$ cat src/rtl/exc_entry_pkg.sv
package exc_entry_pkg;

   typedef enum logic [2:0] {
      ST_IDLE    = 3'd0,
      ST_PUSH_HI = 3'd1,
      ST_PUSH_PC = 3'd2,
      ST_RD_DISP = 3'd3,
      ST_RD_SB   = 3'd4,
      ST_RD_PB   = 3'd5,
      ST_DONE    = 3'd6
   } seq_state_t;

endpackage

$ cat src/rtl/exc_psr_adjust.sv
module exc_psr_adjust #(
   parameter int HW      = 16,
   parameter int TRC_BIT = 1,
   parameter int USR_BIT = 8,
   parameter int STK_BIT = 9,
   parameter int IEN_BIT = 11
) (
   input  logic [HW-1:0] psr_in,
   input  logic          is_irq,
   output logic [HW-1:0] psr_out
);

   for (genvar i = 0; i < HW; i++) begin : g_bit
      if (i == TRC_BIT || i == USR_BIT || i == STK_BIT) begin : g_clr
         assign psr_out[i] = 1'b0;
      end else if (i == IEN_BIT) begin : g_ien
         assign psr_out[i] = psr_in[i] & ~is_irq;
      end else begin : g_keep
         assign psr_out[i] = psr_in[i];
      end
   end

endmodule

$ cat src/rtl/exc_seq_fsm.sv
module exc_seq_fsm
   import exc_entry_pkg::*;
(
   input  logic       clk,
   input  logic       rst_n,
   input  logic       start,
   input  logic       direct,
   input  logic       step,
   output seq_state_t state
);

   seq_state_t nxt;

   always_comb begin
      nxt = state;
      unique case (state)
         ST_IDLE:    if (start) nxt = ST_PUSH_HI;
         ST_PUSH_HI: if (step)  nxt = ST_PUSH_PC;
         ST_PUSH_PC: if (step)  nxt = ST_RD_DISP;
         ST_RD_DISP: if (step)  nxt = direct ? ST_DONE : ST_RD_SB;
         ST_RD_SB:   if (step)  nxt = ST_RD_PB;
         ST_RD_PB:   if (step)  nxt = ST_DONE;
         ST_DONE:               nxt = ST_IDLE;
         default:               nxt = ST_IDLE;
      endcase
   end

   always_ff @(posedge clk or negedge rst_n) begin
      if (!rst_n) state <= ST_IDLE;
      else        state <= nxt;
   end

endmodule

$ cat src/rtl/exc_addr_gen.sv
module exc_addr_gen
   import exc_entry_pkg::*;
#(
   parameter int DW     = 32,
   parameter int VEC_W  = 8,
   parameter int PB_OFS = 8
) (
   input  seq_state_t      state,
   input  logic            direct,
   input  logic [DW-1:0]   isp,
   input  logic [DW-1:0]   tbl_base,
   input  logic [VEC_W-1:0] vector,
   input  logic [DW/2-1:0] saved_psr,
   input  logic [DW/2-1:0] mod,
   input  logic [DW-1:0]   pc,
   output logic            mem_req,
   output logic            mem_we,
   output logic [DW-1:0]   mem_addr,
   output logic [DW-1:0]   mem_wdata
);

   localparam int HW   = DW / 2;
   localparam int SLOT = DW / 8;

   logic [DW-1:0] push_addr, disp_addr, mod_addr;

   assign push_addr = isp - DW'(SLOT);
   assign disp_addr = tbl_base + {{(DW-VEC_W-2){1'b0}}, vector, 2'b00};
   assign mod_addr  = {{(DW-HW){1'b0}}, mod};

   always_comb begin
      mem_req   = 1'b1;
      mem_we    = 1'b0;
      mem_addr  = '0;
      mem_wdata = '0;
      unique case (state)
         ST_PUSH_HI: begin
            mem_we    = 1'b1;
            mem_addr  = push_addr;
            mem_wdata = {saved_psr, direct ? {HW{1'b0}} : mod};
         end
         ST_PUSH_PC: begin
            mem_we    = 1'b1;
            mem_addr  = push_addr;
            mem_wdata = pc;
         end
         ST_RD_DISP: mem_addr = disp_addr;
         ST_RD_SB:   mem_addr = mod_addr;
         ST_RD_PB:   mem_addr = mod_addr + DW'(PB_OFS);
         default:    mem_req  = 1'b0;
      endcase
   end

endmodule

$ cat src/rtl/exc_entry_seq.sv
module exc_entry_seq
   import exc_entry_pkg::*;
#(
   parameter int DW      = 32,
   parameter int VEC_W   = 8,
   parameter int PB_OFS  = 8,
   parameter int TRC_BIT = 1,
   parameter int USR_BIT = 8,
   parameter int STK_BIT = 9,
   parameter int IEN_BIT = 11
) (
   input  logic             clk,
   input  logic             rst_n,
   input  logic             req_valid,
   input  logic             req_is_irq,
   input  logic [VEC_W-1:0] req_vector,
   input  logic             cfg_direct,
   input  logic [DW-1:0]    cur_pc,
   input  logic [DW/2-1:0]  cur_psr,
   input  logic [DW/2-1:0]  cur_mod,
   input  logic [DW-1:0]    cur_sb,
   input  logic [DW-1:0]    cur_isp,
   input  logic [DW-1:0]    intbase,
   output logic             busy,
   output logic             mem_req,
   output logic             mem_we,
   output logic [DW-1:0]    mem_addr,
   output logic [DW-1:0]    mem_wdata,
   input  logic             mem_ack,
   input  logic [DW-1:0]    mem_rdata,
   output logic             done,
   output logic [DW-1:0]    new_pc,
   output logic [DW/2-1:0]  new_psr,
   output logic [DW/2-1:0]  new_mod,
   output logic [DW-1:0]    new_sb,
   output logic [DW-1:0]    new_isp
);

   localparam int HW   = DW / 2;
   localparam int SLOT = DW / 8;

   if (DW % 16 != 0 || DW < 32) begin : g_bad_dw
      $error("exc_entry_seq: DW must be a multiple of 16 and at least 32");
   end
   if (VEC_W + 2 > HW) begin : g_bad_vec
      $error("exc_entry_seq: VEC_W too wide for the dispatch index");
   end
   if (TRC_BIT >= HW || USR_BIT >= HW || STK_BIT >= HW || IEN_BIT >= HW) begin : g_bad_bit
      $error("exc_entry_seq: status bit position out of range");
   end

   seq_state_t      state;
   logic            start, step;
   logic            dir_q;
   logic [VEC_W-1:0] vec_q;
   logic [DW-1:0]   tbl_q;
   logic [HW-1:0]   spsr_q, ofs_q, psr_adj;

   assign busy  = (state != ST_IDLE);
   assign done  = (state == ST_DONE);
   assign start = req_valid && !busy;
   assign step  = mem_req && mem_ack;

   exc_psr_adjust #(
      .HW(HW), .TRC_BIT(TRC_BIT), .USR_BIT(USR_BIT),
      .STK_BIT(STK_BIT), .IEN_BIT(IEN_BIT)
   ) u_psr (
      .psr_in (cur_psr),
      .is_irq (req_is_irq),
      .psr_out(psr_adj)
   );

   exc_seq_fsm u_fsm (
      .clk   (clk),
      .rst_n (rst_n),
      .start (start),
      .direct(dir_q),
      .step  (step),
      .state (state)
   );

   exc_addr_gen #(.DW(DW), .VEC_W(VEC_W), .PB_OFS(PB_OFS)) u_addr (
      .state    (state),
      .direct   (dir_q),
      .isp      (new_isp),
      .tbl_base (tbl_q),
      .vector   (vec_q),
      .saved_psr(spsr_q),
      .mod      (new_mod),
      .pc       (new_pc),
      .mem_req  (mem_req),
      .mem_we   (mem_we),
      .mem_addr (mem_addr),
      .mem_wdata(mem_wdata)
   );

   always_ff @(posedge clk or negedge rst_n) begin
      if (!rst_n) begin
         dir_q   <= 1'b0;
         vec_q   <= '0;
         tbl_q   <= '0;
         spsr_q  <= '0;
         ofs_q   <= '0;
         new_pc  <= '0;
         new_psr <= '0;
         new_mod <= '0;
         new_sb  <= '0;
         new_isp <= '0;
      end else if (start) begin
         dir_q   <= cfg_direct;
         vec_q   <= req_vector;
         tbl_q   <= intbase;
         spsr_q  <= cur_psr;
         new_pc  <= cur_pc;
         new_psr <= psr_adj;
         new_mod <= cur_mod;
         new_sb  <= cur_sb;
         new_isp <= cur_isp;
      end else if (step) begin
         unique case (state)
            ST_PUSH_HI, ST_PUSH_PC: new_isp <= new_isp - DW'(SLOT);
            ST_RD_DISP: begin
               if (dir_q) begin
                  new_pc <= mem_rdata;
               end else begin
                  new_mod <= mem_rdata[HW-1:0];
                  ofs_q   <= mem_rdata[DW-1:HW];
               end
            end
            ST_RD_SB: new_sb <= mem_rdata;
            ST_RD_PB: new_pc <= mem_rdata + {{(DW-HW){1'b0}}, ofs_q};
            default: ;
         endcase
      end
   end

endmodule

$ cat config.mk
export PLATFORM = sky130hd
export DESIGN_NAME = exc_entry_seq
export DESIGN_NICKNAME = d
export VERILOG_FILES = /design/src/rtl/exc_entry_pkg.sv /design/src/rtl/exc_psr_adjust.sv /design/src/rtl/exc_seq_fsm.sv /design/src/rtl/exc_addr_gen.sv /design/src/rtl/exc_entry_seq.sv
export SDC_FILE = /design/constraint.sdc
export NUM_CORES = 1
export LEC_CHECK = 0
export BUFFER_PORTS_ARGS = -buffer_cell sky130_fd_sc_hd__buf_4
export CAP_MARGIN = 20
export CORE_MARGIN = 2
export CORE_UTILIZATION = 40
export DETAILED_ROUTE_END_ITERATION = 10
export MAX_ROUTING_LAYER = met4
export PLACE_DENSITY_LB_ADDON = 0.15
export SLEW_MARGIN = 25
export SYNTH_ARGS = -nofsm -noshare
export SYNTH_HDL_FRONTEND = slang
export SYNTH_SLANG_ARGS = --single-unit
$ cat constraint.sdc
create_clock -name clk -period 2.75 [get_ports clk]
set_input_delay 0.1375 -clock clk [delete_from_list [all_inputs] [get_ports clk]]
set_output_delay 0.1375 -clock clk [all_outputs]
set_load 0.02 [all_outputs]
Word-level counts from Yosys, hierarchy flattened
Index checks and enable logic that the tools add are counted.
{"block": "op_classes", "n_addsub": 4, "n_mul": 0, "n_div": 0, "magnitude_cmp": 0, "eq_ne": 14, "n_shift": 0, "n_mux": 27, "bitwise": 4, "reduce_logical": 18}
{"op": "2-to-1 mux 32 bit", "count": 9}
{"op": "one-hot mux 32 bit (2 select lines)", "count": 2}
{"op": "one-hot mux 32 bit (4 select lines)", "count": 1}
{"op": "2-to-1 mux 16 bit", "count": 5}
{"op": "adder 32 x 10 -> 32 bit", "count": 1}
{"op": "adder 32 x 16 -> 32 bit", "count": 1}
{"op": "subtractor 32 x 3 -> 32 bit (second input constant)", "count": 1}
{"op": "2-to-1 mux 3 bit", "count": 6}
{"op": "one-hot mux 3 bit (6 select lines)", "count": 1}
{"op": "adder 16 x 4 -> 17 bit (second input constant)", "count": 1}
{"op": "!= test 2 bit (second input constant)", "count": 7}
{"op": "equality test 3 bit (second input constant)", "count": 3}
{"op": "nonzero test 2 bit", "count": 4}
{"op": "equality test 3 x 2 -> 1 bit (second input constant)", "count": 2}
{"op": "AND reduction 3 bit", "count": 2}
{"op": "AND reduction 6 bit", "count": 1}
{"op": "nonzero test 3 bit", "count": 2}
{"op": "OR reduction 5 bit", "count": 1}
{"op": "AND reduction 2 bit", "count": 2}
{"op": "AND reduction 4 bit", "count": 1}
{"op": "equality test 3 x 1 -> 1 bit (second input constant)", "count": 1}
{"op": "logical NOT 3 bit", "count": 1}
{"op": "!= test 3 bit (second input constant)", "count": 1}
{"op": "inverter 1 bit", "count": 3}
{"op": "6 further kinds", "count": 8}
{"block": "word_totals", "ff_bits": 201, "latchBits": 0, "mem_bits_rw": 0, "mem_bits_ro": 0, "in_bits": 206, "output_inout_bits": 196, "word_cells": 78, "mem_count": 0}

Depth between registers and ports, before layout
Gate-level depths: netlist (run 1).
{"block": "logic_depth", "word_depth": 6, "depth_mapped": 10, "mapped_depth_nobuf": 9}

Hierarchy
Synthesis (run 1) repeated with hierarchy kept, for this count alone.
{"block": "hier_totals", "cells_unflattened": 1559, "hier_area_um2": 12941.2}
{"mod": "exc_entry_seq", "n_inst": 1, "cells_each": 1160, "area_each_um2": 10132.2, "seq_area_each_um2": 5029.8}
{"mod": "exc_addr_gen", "n_inst": 1, "cells_each": 368, "area_each_um2": 2546.2, "seq_area_each_um2": 0.0}
{"mod": "exc_seq_fsm", "n_inst": 1, "cells_each": 14, "area_each_um2": 132.6, "seq_area_each_um2": 75.1}
{"mod": "exc_psr_adjust", "n_inst": 1, "cells_each": 17, "area_each_um2": 130.1, "seq_area_each_um2": 0.0}

Worst setup path after synthesis (run 1)
No wires, ideal clock.
{"block": "synth_timing", "path_type": "register -> output", "startpoint": "reg new_isp[2]", "endpoint": "out mem_addr[28]", "arrival_ns": 2.938, "required_time_ns": 2.612, "setup_slack_ns": -0.326, "path_stages_with_launch": 10, "n_path_buf": 1, "path_cell_list": "dfrtp_1 -> inv_1 -> ha_1 -> nor3b_1 -> nand2_1 -> or3_1 -> clkbuf_1 -> or4b_4 -> xor2_1 -> o22ai_1"}
{"block": "synth_between", "elab_chain_cells": 2}
{"item": "start: declaration", "line": "exc_entry_seq.sv:36", "rtl": "output logic [DW-1:0] new_isp"}
{"item": "start signal: assignment", "line": "exc_entry_seq.sv:118", "rtl": "new_isp <= cur_isp;"}
{"item": "start signal: assignment", "line": "exc_entry_seq.sv:121", "rtl": "ST_PUSH_HI, ST_PUSH_PC: new_isp <= new_isp - DW'(SLOT);"}
{"item": "subtractor 32 x 3 -> 32 bit", "line": "exc_addr_gen.sv:27", "rtl": "assign push_addr = isp - DW'(SLOT);"}
{"item": "one-hot mux 32 bit (4 select lines)", "line": "exc_addr_gen.sv:36", "rtl": "unique case (state)"}
{"item": "end: declaration", "line": "exc_entry_seq.sv:27", "rtl": "output logic [DW-1:0] mem_addr,"}
Every way passes these cells.

Worst setup path after layout (run 1)
{"block": "layout_timing", "startpoint": "reg new_isp[16]", "endpoint": "out mem_addr[31]"}
The elaborated chain is that of the path after synthesis.

==> reports/qor.yml, run 1 <==
cells_and_area:
  finalNonFillerCells: 2344
  layout.filler_cells: 2401
  layout_common_cells: "sky130_fd_sc_hd__buf_4 (475), sky130_fd_sc_hd__nand2_1 (317), sky130_fd_sc_hd__dfrtp_1 (185)"
  seq_area_um2: 4730
  multiInputGateArea_um2: 6790
  synthToLayoutAreaGrowth_pct: 58.7
  fin_nets: 2179
  layout.cells.most_common: "sky130_fd_sc_hd__buf_4"
  layout-drive-gt1-share_pct: 32.3
grt:
  grt_remaining_overflow: 0
  grt.total_usage_pct: 32.5
  met2_usage_pct: 53.9
  first_pass_grt_wire_length_um: 74200
  global_route_met1_usage_pct: 40.0
  antenna_violations_before_repair: 2
  first_global_vias: 12917
  grt_max_degree: 90
  gr-max-usage-layer: "met2"
  use_met3_pct: 4.99
timing:
  period_share_pct: 117
  worst_slack_ns: -0.470
  slew_viol_final: 0
  hold_viol_final: 0
  final-setup-viol-count: 27
  fmax_mhz: 311
  tightestPinTransition_ns: 1.02
  fin_crit_ns: 3.22
  clock_skew_ns: 0.0183
  timing.slew.headroom_pct: 31.6
  setup_total_negative_slack_ns: -7.70
  grt_setup_unrepaired: "true"
power:
  ir_drop_uv: 498
  logic_pwr_share_pct: 60.6
  clockPowerShare_pct: 12.7
  finalPower_uw: 21000
  share_seq_of_total_power_pct: 26.7
  power.density_nw_per_um2: 1140
  power_report.internal_total_uw: 10800
  total_leakage_power_uw: 0.00839
  power_switching_share_pct: 48.6
  power_spent_charging_and_discharging_nets_uw: 10200
detailed_routing:
  detail_route.wl_per_cell_um: 20.6
  ant_nets: 0
  post_detailed_route_drc_marker_count: 0
  drt_pass1_iterations: 5
  num_vias: 12772
  drt_first_iter_violations: 835
  totalWireLength_um: 48400
  avgViaCountPerCell: 5.45
outcome:
  violations: "negative setup slack"
  outcome: "finished with violations"
synthesis:
  synth_compound_gate_area_share_pct: 19.1
  yosys.area_share.simple_pct: 19.8
  ys_async_sr_fraction_pct: 100
  combinational_family_with_the_most_area_after_synthesis: "simple AND/OR/NAND/NOR gates"
  synthFlopType: "sky130_fd_sc_hd__dfrtp_1"
  syn_avg_cell_area_um2: 8.61
  synthMuxAreaShare_pct: 6.08
  synth_enable_flop_cells: 0
  synth.ff_latch_count: 189
  synth_fa_ha_area_share_pct: 3.16
  synthesis.yosys.warnings: 0
  syn-cell-area_um2: 11600
  post_synth_inst_count: 1344
  synth-seq-area-share_pct: 40.9
  ys_types: 61
  synth-xor-area-share_pct: 6.89
floorplanning:
  design.die.area_um2: 30300
  initial_utilization_pct: 40.4
  die_w_um: 174
  floorplan.rows: 62
  core_area_um2: 28600
  io-pin-count: 402
  fp.dieH_um: 174
place:
  dp_slack_ns: -0.0752
  io_buffers: 398
  dp_cells: 2117
  routabilityCongestion: 0.975
  place.detailed.hpwl_um: 34800
cts:
  numClockSinks: 189
  clk_root_buffer_cell: "sky130_fd_sc_hd__clkbuf_16"
  cts_max_level: 4
  clock_latency_ns: 0.45
  tritoncts.num_buffers: 17
  cts_tree: "built"
  clk_transition_reported_paths_ns: 0.09
  clock_tree.buffer_depth: 2
run:
  maxCapViolCount: 0
setup_path:
  critical_path.max_fanout: 6
  startpoint_class: "flop"
  worst-setup-path-type: "flop to output pin"
  cp.required_ns: 2.61
  critPathCaptureType: "output pin"
  worst-endpoint-arrival_ns: 3.08
hold_path:
  min_path_type: "input pin to flop"
-- metal layers --
layer	part of all wire (%)	routed length, um
met1	42	20100
met2	49	23800
met3	5.4	2630
met4	3.9	1880
met5	0	0
-- sequential cells by signal, indices dropped and copies added (netlist names) --
register     flops
vec_q            8
u_fsm.state      3
new_pc          32
spsr_q          16
ofs_q           16
new_psr          1
new_isp         32
new_mod         16
new_sb          32
dir_q            1
tbl_q           32
-- logic make-up after synthesis --
logic type | after synthesis
DFF | 189
adders and majority gates | 28
xor gates and xnor gates | 91
muxes | 68
other | 1
buffers and inverters | 110
and+or+nand+nor | 518
AOI/OAI and AO/OA | 339
-- path summary, 6_finish.rpt --
check | startpoint | endpoint | slack, ns | depth (start not counted)
worst max-delay path | new_isp[16] | mem_addr[31] | -0.47 | 10
worst min-delay path | cur_pc[7] | new_pc[7] | 0.007 | 3
worst max register to register | new_isp[16] | new_isp[28] | -0.24 | 9
worst min register to register | new_psr[11] | new_psr[11] | 0.49 | 2
max in group asynchronous | rst_n | new_isp[8] | 1.67 | 3
min in group asynchronous | rst_n | tbl_q[30] | 0.25 | 2
-- power groups by stage --
stage | Sequential [uW] | Clock, uW | Combinational [uW]
after floorplan | 5990 | 0 | 6280
after global placement | 5540 | 0 | 11900
after detailed placement | 5550 | 0 | 12000
after CTS | 5540 | 2720 | 12500
after global routing | 5740 | 2830 | 13600
final | 5590 | 2670 | 12700
-- cell usage after synthesis, drive strengths merged, types with 4 or more instances --
cell type  count  area, um^2
buf           23         145
nor2          60         233
nand3         15        75.1
a21oi         58         290
or2            6        37.5
xnor2         43         377
nand2        323        1210
o21ai        114         571
o21a           4        30.0
a221o         18         180
mux2          18         203
inv           16        60.1
and3          13        81.3
dfrtp        189        4730
nor3          30         150
nand2b         5        31.3
a221oi         7        61.3
nand4         19         119
xor2          48         420
or3           15         109
a22o          32         280
a21o          10        75.1
or4            5        41.3
a211oi        11        82.6
ha            26         325
o211ai        10        75.1
a22oi         21         158
o221ai         8        70.1
clkbuf        71         267
o22ai         24         150
nor3b          8        60.1
mux2i         50         500
nor2b          8        50.1
-- critical path, cell delays in order, from the launching register on --
cell	delay (ns)
sky130_fd_sc_hd__dfrtp_2	0.41
sky130_fd_sc_hd__or4_4	0.53
sky130_fd_sc_hd__or3_4	0.38
sky130_fd_sc_hd__or3_4	0.38
sky130_fd_sc_hd__buf_4	0.16
sky130_fd_sc_hd__nor2_4	0.16
sky130_fd_sc_hd__buf_4	0.14
sky130_fd_sc_hd__nand2_2	0.06
sky130_fd_sc_hd__xor2_2	0.17
sky130_fd_sc_hd__o22ai_2	0.11
sky130_fd_sc_hd__buf_6	0.14
-- stage by stage --
stage | util [%] | hold WS [ns] | cell area (um^2)
floorplan | - | -0.158 | 11600
global placement | 53.9 | 0.206 | 15400
detailed placement | 53.9 | 0.199 | 15400
CTS | 63.5 | 0.0000270 | 18200
global route | 64.1 | 0.00517 | 18400
finish | 64.1 | 0.00691 | 18400
-- area by class of cell --
class / count / area share [%]
repair buffers: 674 / 30.8
well taps: 384 / 2.62
flip-flops and latches: 189 / 25.8
clock inverters: 15 / 1.11
inverters: 16 / 0.327
diodes: 2 / 0.0273
multi-input cells: 1047 / 37.0
clock buffers: 17 / 2.32
-- what timing repair did --
| action | in CTS | in global routing |
|---|---|---|
| setup buffers | 13 | 11 |
| endpoints found under the hold margin | 240 | 0 |
| pin swaps | 29 | 16 |
| resized for setup | 62 | 21 |
| endpoints found under the setup margin | 26 | 31 |
| cloned | 0 | 0 |
| hold buffers | 171 | 0 |
Note: power is estimated with default switching activity, not from simulation.
==> inputs of run 2 (changes only) <==
GPL_TIMING_DRIVEN = 0   (was unset)
==> run 2 against run 1 <==
Compared with the run above:
- the flow still finishes with violations (negative setup slack)
- flip-flop and latch count did not move
- clock-buffer cell count up 2
- power grew 3.0%
- non-clock buffer count rose by 49
- cell area rose by 2.0%
- cell count up 2.0%
- clock skew is 0.0064 ns lower
- die area stayed put
- critical path type unchanged
- largest power group unchanged
- highest routed layer unchanged
==> reports/qor.yml, run 2 (synthesized netlist as in run 1, its figures left out) <==
outcome:
  outcome: "finished with violations"
  violations: "negative setup slack"
cts:
  cts_tree: "built"
  cts_max_level: 4  # unchanged
  clk_transition_reported_paths_ns: 0.08  # about the same
  clock_latency_ns: 0.45  # about the same
  clock_tree.buffer_depth: 2  # unchanged
  clk_root_buffer_cell: "sky130_fd_sc_hd__clkbuf_16"
  numClockSinks: 189  # unchanged
  tritoncts.num_buffers: 17  # unchanged
floorplanning:
  initial_utilization_pct: 40.4  # unchanged
  design.die.area_um2: 30300  # unchanged
  fp.dieH_um: 174  # unchanged
  core_area_um2: 28600  # unchanged
  die_w_um: 174  # unchanged
  io-pin-count: 402  # unchanged
  floorplan.rows: 62  # unchanged
timing:
  setup_total_negative_slack_ns: -7.32  # +0.374 ns
  fin_crit_ns: 3.30  # +0.0778 ns
  slew_viol_final: 0  # unchanged
  fmax_mhz: 303  # -2.4%
  clock_skew_ns: 0.0119  # -0.00639 ns
  tightestPinTransition_ns: 0.803  # -0.218 ns
  grt_setup_unrepaired: "true"
  timing.slew.headroom_pct: 46.5  # +15 points
  finalHoldWorstSlack_ns: 0.0143  # +0.00739 ns
  period_share_pct: 120  # +2.8 points
  final-setup-viol-count: 27  # unchanged
  hold_viol_final: 0  # unchanged
  worst_slack_ns: -0.548  # -0.0778 ns
cells_and_area:
  seq_area_um2: 4740  # +0.19%
  layout.cells.most_common: "sky130_fd_sc_hd__buf_4"
  multiInputGateArea_um2: 7050  # +3.9%
  layout.filler_cells: 2386  # -0.62%
  fin_nets: 2228  # +2.2%
  synthToLayoutAreaGrowth_pct: 61.9
  layout-drive-gt1-share_pct: 34.3  # +2.0 points
  n_antenna_cell: 0  # -2
  end_of_flow_core_utilization_pct: 65.4  # +1.3 points
  layout_common_cells: "sky130_fd_sc_hd__buf_4 (450), sky130_fd_sc_hd__nand2_1 (317), sky130_fd_sc_hd__dfrtp_1 (178)"
place:
  dp_slack_ns: -1.00  # -0.925 ns
  place.detailed.hpwl_um: 38200  # +9.5%
  routabilityCongestion: 0.983  # +0.88%
  io_buffers: 398  # unchanged
detailed_routing:
  totalWireLength_um: 53100  # +9.6%
  avgViaCountPerCell: 5.61  # +3.0%
  post_detailed_route_drc_marker_count: 0  # unchanged
  drt_pass1_iterations: 8  # +3
  detail_route.wl_per_cell_um: 22.2  # +7.5%
  ant_nets: 0  # unchanged
  num_vias: 13413  # +5.0%
  drt_first_iter_violations: 1104  # +32%
grt:
  antenna_violations_before_repair: 0  # -2
  grt.total_usage_pct: 35.2  # +2.7 points
  first_global_vias: 13489  # +4.4%
  first_pass_grt_wire_length_um: 78700  # +6.1%
  grt_max_degree: 81  # -10%
  grt_remaining_overflow: 0  # unchanged
setup_path:
  startpoint_class: "flop"
  timing.critical_path.cells: "or4_4, or3_4, or3_4, buf_12, nor2_4, buf_6, nand2_4, xor2_4, o22ai_2, buf_6"
  rr_endpoint: "new_isp[27]"
  ff2ff_path_depth: 10  # +1
  cp.buffers_inverters: 3  # unchanged
  timing.critical_path.max_delay_family: "simple AND/OR/NAND/NOR gates"
  critical_path_cell_count: 10  # unchanged
  cp.required_ns: 2.61  # about the same
  worst-setup-path-type: "flop to output pin"
  worst-endpoint-arrival_ns: 3.16  # +0.08 ns
  slowest_delay_ns: 0.54  # about the same
  critPathCaptureType: "output pin"
  r2r_start: "new_isp[16]"
  rrSetupSlack_ns: -0.20  # +0.04 ns
  critical_path.max_fanout: 5  # -1
  slowest_stage: "sky130_fd_sc_hd__or4_4"
power:
  ir_drop_uv: 570  # +15%
  power.density_nw_per_um2: 1150  # +1.0%
  finalPower_uw: 21600  # +3.0%
  total_leakage_power_uw: 0.00853  # +1.7%
hold_path:
  worst_hold_path.endpoint: "new_pc[12]"
  min_path_type: "input pin to flop"
  hold_depth: 3  # unchanged
  worst_hold_start: "cur_pc[12]"
run:
  maxCapViolCount: 0  # unchanged
run 2: cell count changes in the layout (fill, tap and decap cells not counted), moves of 4 or more:
cell | previous run | this run
sky130_fd_sc_hd__clkbuf_1 | 0 | 32
sky130_fd_sc_hd__clkbuf_2 | 0 | 31
sky130_fd_sc_hd__buf_4 | 475 | 450
sky130_fd_sc_hd__dfrtp_1 | 185 | 178
sky130_fd_sc_hd__dfrtp_2 | 4 | 11
sky130_fd_sc_hd__buf_2 | 0 | 6
sky130_fd_sc_hd__buf_12 | 7 | 2
sky130_fd_sc_hd__clkinv_8 | 6 | 1
sky130_fd_sc_hd__o22ai_2 | 6 | 11
sky130_fd_sc_hd__xnor2_1 | 35 | 30
sky130_fd_sc_hd__buf_6 | 20 | 24
sky130_fd_sc_hd__o22ai_1 | 17 | 13
sky130_fd_sc_hd__xnor2_2 | 6 | 10
sky130_fd_sc_hd__xor2_1 | 43 | 39
run 2: final cells by class:
| class | count | area share, % |
|---|---|---|
| Buffer | 88 | 2.43 |
| Clock buffer | 19 | 2.37 |
| Clock inverter | 13 | 0.668 |
| Inverter | 16 | 0.334 |
| Multi-Input combinational cell | 1047 | 37.7 |
| Sequential cell | 189 | 25.3 |
| Tap cell | 384 | 2.57 |
| Timing Repair Buffer | 635 | 28.6 |
run 2: layer usage:
| layer | vias up | share of wire, % | GRT usage [%] | wire length [um] |
|---|---|---|---|---|
| li1 | 6056 | - | - | - |
| met4 | 0 | 5.5 | 18.0 | 2910 |
| met2 | 666 | 49 | 58.1 | 25900 |
| met5 | - | 0 | - | 0 |
| met1 | 6551 | 40 | 42.1 | 21000 |
| met3 | 140 | 6.2 | 4.90 | 3280 |
run 2: report_power, final:
part           internal [uW]  switching, uW
Combinational           5650           7680
Sequential              4090           1650
Clock                   1230           1290
Total                  11000          10600
run 2: worst max-delay path by stage:
| stage | start | end | slack (ns) |
|---|---|---|---|
| after floorplan | new_isp[13] | new_isp[28] | -0.06 |
| after global routing | new_isp[16] | mem_addr[27] | -0.59 |
| final | new_isp[16] | mem_addr[27] | -0.55 |
| after detailed placement | u_fsm.state[1] | spsr_q[4] | -1.00 |
| after global placement | u_fsm.state[1] | vec_q[4] | -0.98 |
| after CTS | new_isp[14] | mem_addr[28] | -0.53 |
run 2: repair_timing:
item                                    in CTS  in global routing
hold buffers                               171                  0
gates resized for setup                    126                 73
pin swaps                                   32                 40
setup buffers                               39                 29
hold endpoints to repair                   212                  0
endpoints found under the setup margin     229                115
run 2: through the flow:
stage / cell area [um^2] / cells
global placement: 15100 / 2128
floorplan: 11600 / 1346
CTS: 18200 / 2366
detailed placement: 15200 / 2130
finish: 18700 / 2391
global route: 18700 / 2391
run 2: worst min-delay path, delay by kind of cell:
kind | cells | cell delay [ns]
AO/OA/AOI/OAI | 2 | 0.20
buffers and inverters | 1 | 0.08
==> inputs of run 3 (changes only) <==
CORE_ASPECT_RATIO = 0.6   (was unset)
==> run 3 against run 2 <==
Compared with the run above:
- the run still ends with negative setup slack left
- sequential power rose by 2%
- critical path depth fell by 3
- wire length rose by 8.9%
- critical endpoint is now mem_addr[28]
- highest routed layer unchanged
==> reports/qor.yml, run 3 (synthesized netlist as in run 1, its figures left out) <==
cts:
  tritoncts.num_buffers: 17  # unchanged
  clk_root_buffer_cell: "sky130_fd_sc_hd__clkbuf_16"
  clock_tree.buffer_depth: 2  # unchanged
  numClockSinks: 189  # unchanged
  clk_transition_reported_paths_ns: 0.08  # about the same
  cts_tree: "built"
  cts_max_level: 4  # unchanged
  clock_latency_ns: 0.47  # +0.02 ns
floorplanning:
  io-pin-count: 402  # unchanged
  fp.dieH_um: 136  # -22%
  design.die.area_um2: 30300  # +0.15%
  initial_utilization_pct: 40.5  # +0.053 points
  core_area_um2: 28600  # -0.13%
  floorplan.rows: 48  # -23%
  die_w_um: 224  # +28%
cells_and_area:
  layout.filler_cells: 2377  # -0.38%
  fin_nets: 2219  # -0.40%
  layout.cells.most_common: "sky130_fd_sc_hd__buf_4"
  finalNonFillerCells: 2374  # -0.71%
  layout_common_cells: "sky130_fd_sc_hd__buf_4 (444), sky130_fd_sc_hd__nand2_1 (319), sky130_fd_sc_hd__dfrtp_1 (176)"
  final_cell_area_um2: 18600  # -0.52%
  layout-drive-gt1-share_pct: 33.4  # -0.85 points
  synthToLayoutAreaGrowth_pct: 61.0
detailed_routing:
  drt_first_iter_violations: 1415  # +28%
  ant_nets: 0  # unchanged
  drt_pass1_iterations: 5  # -3
  num_vias: 13639  # +1.7%
  post_detailed_route_drc_marker_count: 0  # unchanged
  totalWireLength_um: 57700  # +8.9%
  detail_route.wl_per_cell_um: 24.3  # +9.6%
  avgViaCountPerCell: 5.75  # +2.4%
power:
  power.density_nw_per_um2: 1170  # +1.6%
  total_leakage_power_uw: 0.00846  # -0.74%
  ir_drop_uv: 608  # +6.7%
grt:
  first_pass_grt_wire_length_um: 82600  # +4.9%
  grt.total_usage_pct: 38.5  # +3.3 points
  grt_max_degree: 85  # +4.9%
  antenna_violations_before_repair: 1  # +1
  grt_remaining_overflow: 0  # unchanged
  first_global_vias: 12822  # -4.9%
timing:
  setup_total_negative_slack_ns: -12.08  # -4.76 ns
  worst_slack_ns: -0.539  # +0.00925 ns
  slew_viol_final: 0  # unchanged
  period_share_pct: 120  # -0.34 points
  tightestPinTransition_ns: 0.842  # +0.0389 ns
  fin_crit_ns: 3.29  # -0.00925 ns
  hold_viol_final: 0  # unchanged
  timing.slew.headroom_pct: 43.9  # -2.6 points
  clock_skew_ns: 0.0141  # +0.00224 ns
  final-setup-viol-count: 38  # +41%
  finalHoldWorstSlack_ns: 0.0174  # +0.00308 ns
  fmax_mhz: 304  # +0.28%
  grt_setup_unrepaired: "true"
hold_path:
  min_path_type: "input pin to flop"
  worst_hold_start: "cur_pc[6]"
  hold_depth: 3  # unchanged
  worst_hold_path.endpoint: "new_pc[6]"
setup_path:
  slowest_delay_ns: 0.55  # about the same
  cp.required_ns: 2.61  # about the same
  worst-endpoint-arrival_ns: 3.15  # about the same
  rrSetupSlack_ns: -0.44  # -0.24 ns
  worst-setup-path-type: "flop to output pin"
  ff2ff_path_depth: 9  # -1
  critPathCaptureType: "output pin"
  timing.critical_path.max_delay_family: "simple AND/OR/NAND/NOR gates"
  cp.buffers_inverters: 1  # -2
  r2r_start: "u_fsm.state[1]"
  startpoint_class: "flop"
  slowest_stage: "sky130_fd_sc_hd__or4_4"
  critical_path.max_fanout: 5  # unchanged
  timing.critical_path.cells: "or4_4, or3_4, or3_4, or4b_4, xor2_4, o22ai_2, buf_6"
  rr_endpoint: "new_isp[7]"
  worst_path_most_repeated_cell: "sky130_fd_sc_hd__or3_4"
place:
  place.detailed.hpwl_um: 42800  # +12%
  io_buffers: 398  # unchanged
  routabilityCongestion: 0.992  # +0.86%
  placedInstanceArea_um2: 15200  # about the same
  dp_cells: 2121  # -0.42%
run:
  maxCapViolCount: 0  # unchanged
outcome:
  outcome: "finished with violations"
  violations: "negative setup slack"
run 3: cell count changes in the layout (fill, tap and decap cells not counted), moves of 3 or more:
| cell | change |
|---|---|
| sky130_fd_sc_hd__inv_8 | -4 |
| sky130_fd_sc_hd__o22ai_1 | +3 |
| sky130_fd_sc_hd__nor2_1 | +3 |
| sky130_fd_sc_hd__buf_4 | -6 |
| sky130_fd_sc_hd__xnor2_2 | -3 |
| sky130_fd_sc_hd__o22ai_2 | -3 |
| sky130_fd_sc_hd__nor3_1 | +3 |
| sky130_fd_sc_hd__buf_6 | -4 |
| sky130_fd_sc_hd__clkbuf_8 | +3 |
| sky130_fd_sc_hd__nor2_2 | -3 |
| sky130_fd_sc_hd__dlygate4sd3_1 | +4 |
| sky130_fd_sc_hd__clkbuf_4 | +5 |
| sky130_fd_sc_hd__clkbuf_1 | -3 |
run 3: power breakdown:
part | switching, uW | internal [uW] | leakage (uW) | total [uW]
combinational | 7880 | 5500 | 0.00587 | 13400
sequential | 1790 | 4100 | 0.00231 | 5880
clock | 1190 | 1350 | 0.000281 | 2540
run 3: how the worst max path moves through the flow:
| stage | startpoint | end | slack (ns) | depth (start not counted) |
|---|---|---|---|---|
| floorplan | new_isp[13] | new_isp[28] | -0.06 | 8 |
| global placement | u_fsm.state[1] | spsr_q[1] | -1.26 | 9 |
| detailed placement | u_fsm.state[1] | vec_q[6] | -1.28 | 9 |
| CTS | new_isp[15] | mem_addr[28] | -0.61 | 7 |
| global route | new_isp[15] | mem_addr[27] | -0.62 | 10 |
| finish | new_isp[15] | mem_addr[28] | -0.54 | 7 |
run 3: repair_timing:
action,in CTS,in global routing
hold endpoints to repair,280,0
setup buffers,31,23
pin swaps,27,31
resized for setup,132,65
hold buffers,175,0
setup endpoints to repair,239,103
run 3: area by class of cell:
| cell class | count | area (um^2) | share of cell area (%) |
|---|---|---|---|
| Clock buffer | 24 | 492 | 2.64 |
| Inverter | 16 | 62.6 | 0.336 |
| Multi-Input combinational cell | 1047 | 7020 | 37.7 |
| Buffer | 87 | 472 | 2.53 |
| Tap cell | 375 | 469 | 2.52 |
| Sequential cell | 189 | 4750 | 25.5 |
| Clock inverter | 8 | 78.8 | 0.423 |
| Antenna cell | 1 | 2.50 | 0.0134 |
| Timing Repair Buffer | 627 | 5280 | 28.4 |
run 3: stage by stage:
stage	setup WS, ns	util, %	power [uW]
after floorplan	-0.0611	-	12300
after global placement	-1.26	52.8	17600
after detailed placement	-1.28	53.1	17700
after CTS	-0.611	63.8	21100
after global routing	-0.615	65.1	22800
final	-0.539	65.1	21800
run 3: routing by layer:
metal | up-vias | part of all wire [%] | GRT usage [%]
met3 | 82 | 11 | 10.8
li1 | 6038 | - | -
met4 | 0 | 1.9 | 9.44
met2 | 820 | 42 | 53.4
met1 | 6699 | 45 | 55.2
met5 | - | 0 | -
run 3: worst min-delay path: stages:
cell and delay (ns):
sky130_fd_sc_hd__buf_4 0.08, sky130_fd_sc_hd__a221oi_1 0.07, sky130_fd_sc_hd__a21oi_1 0.15
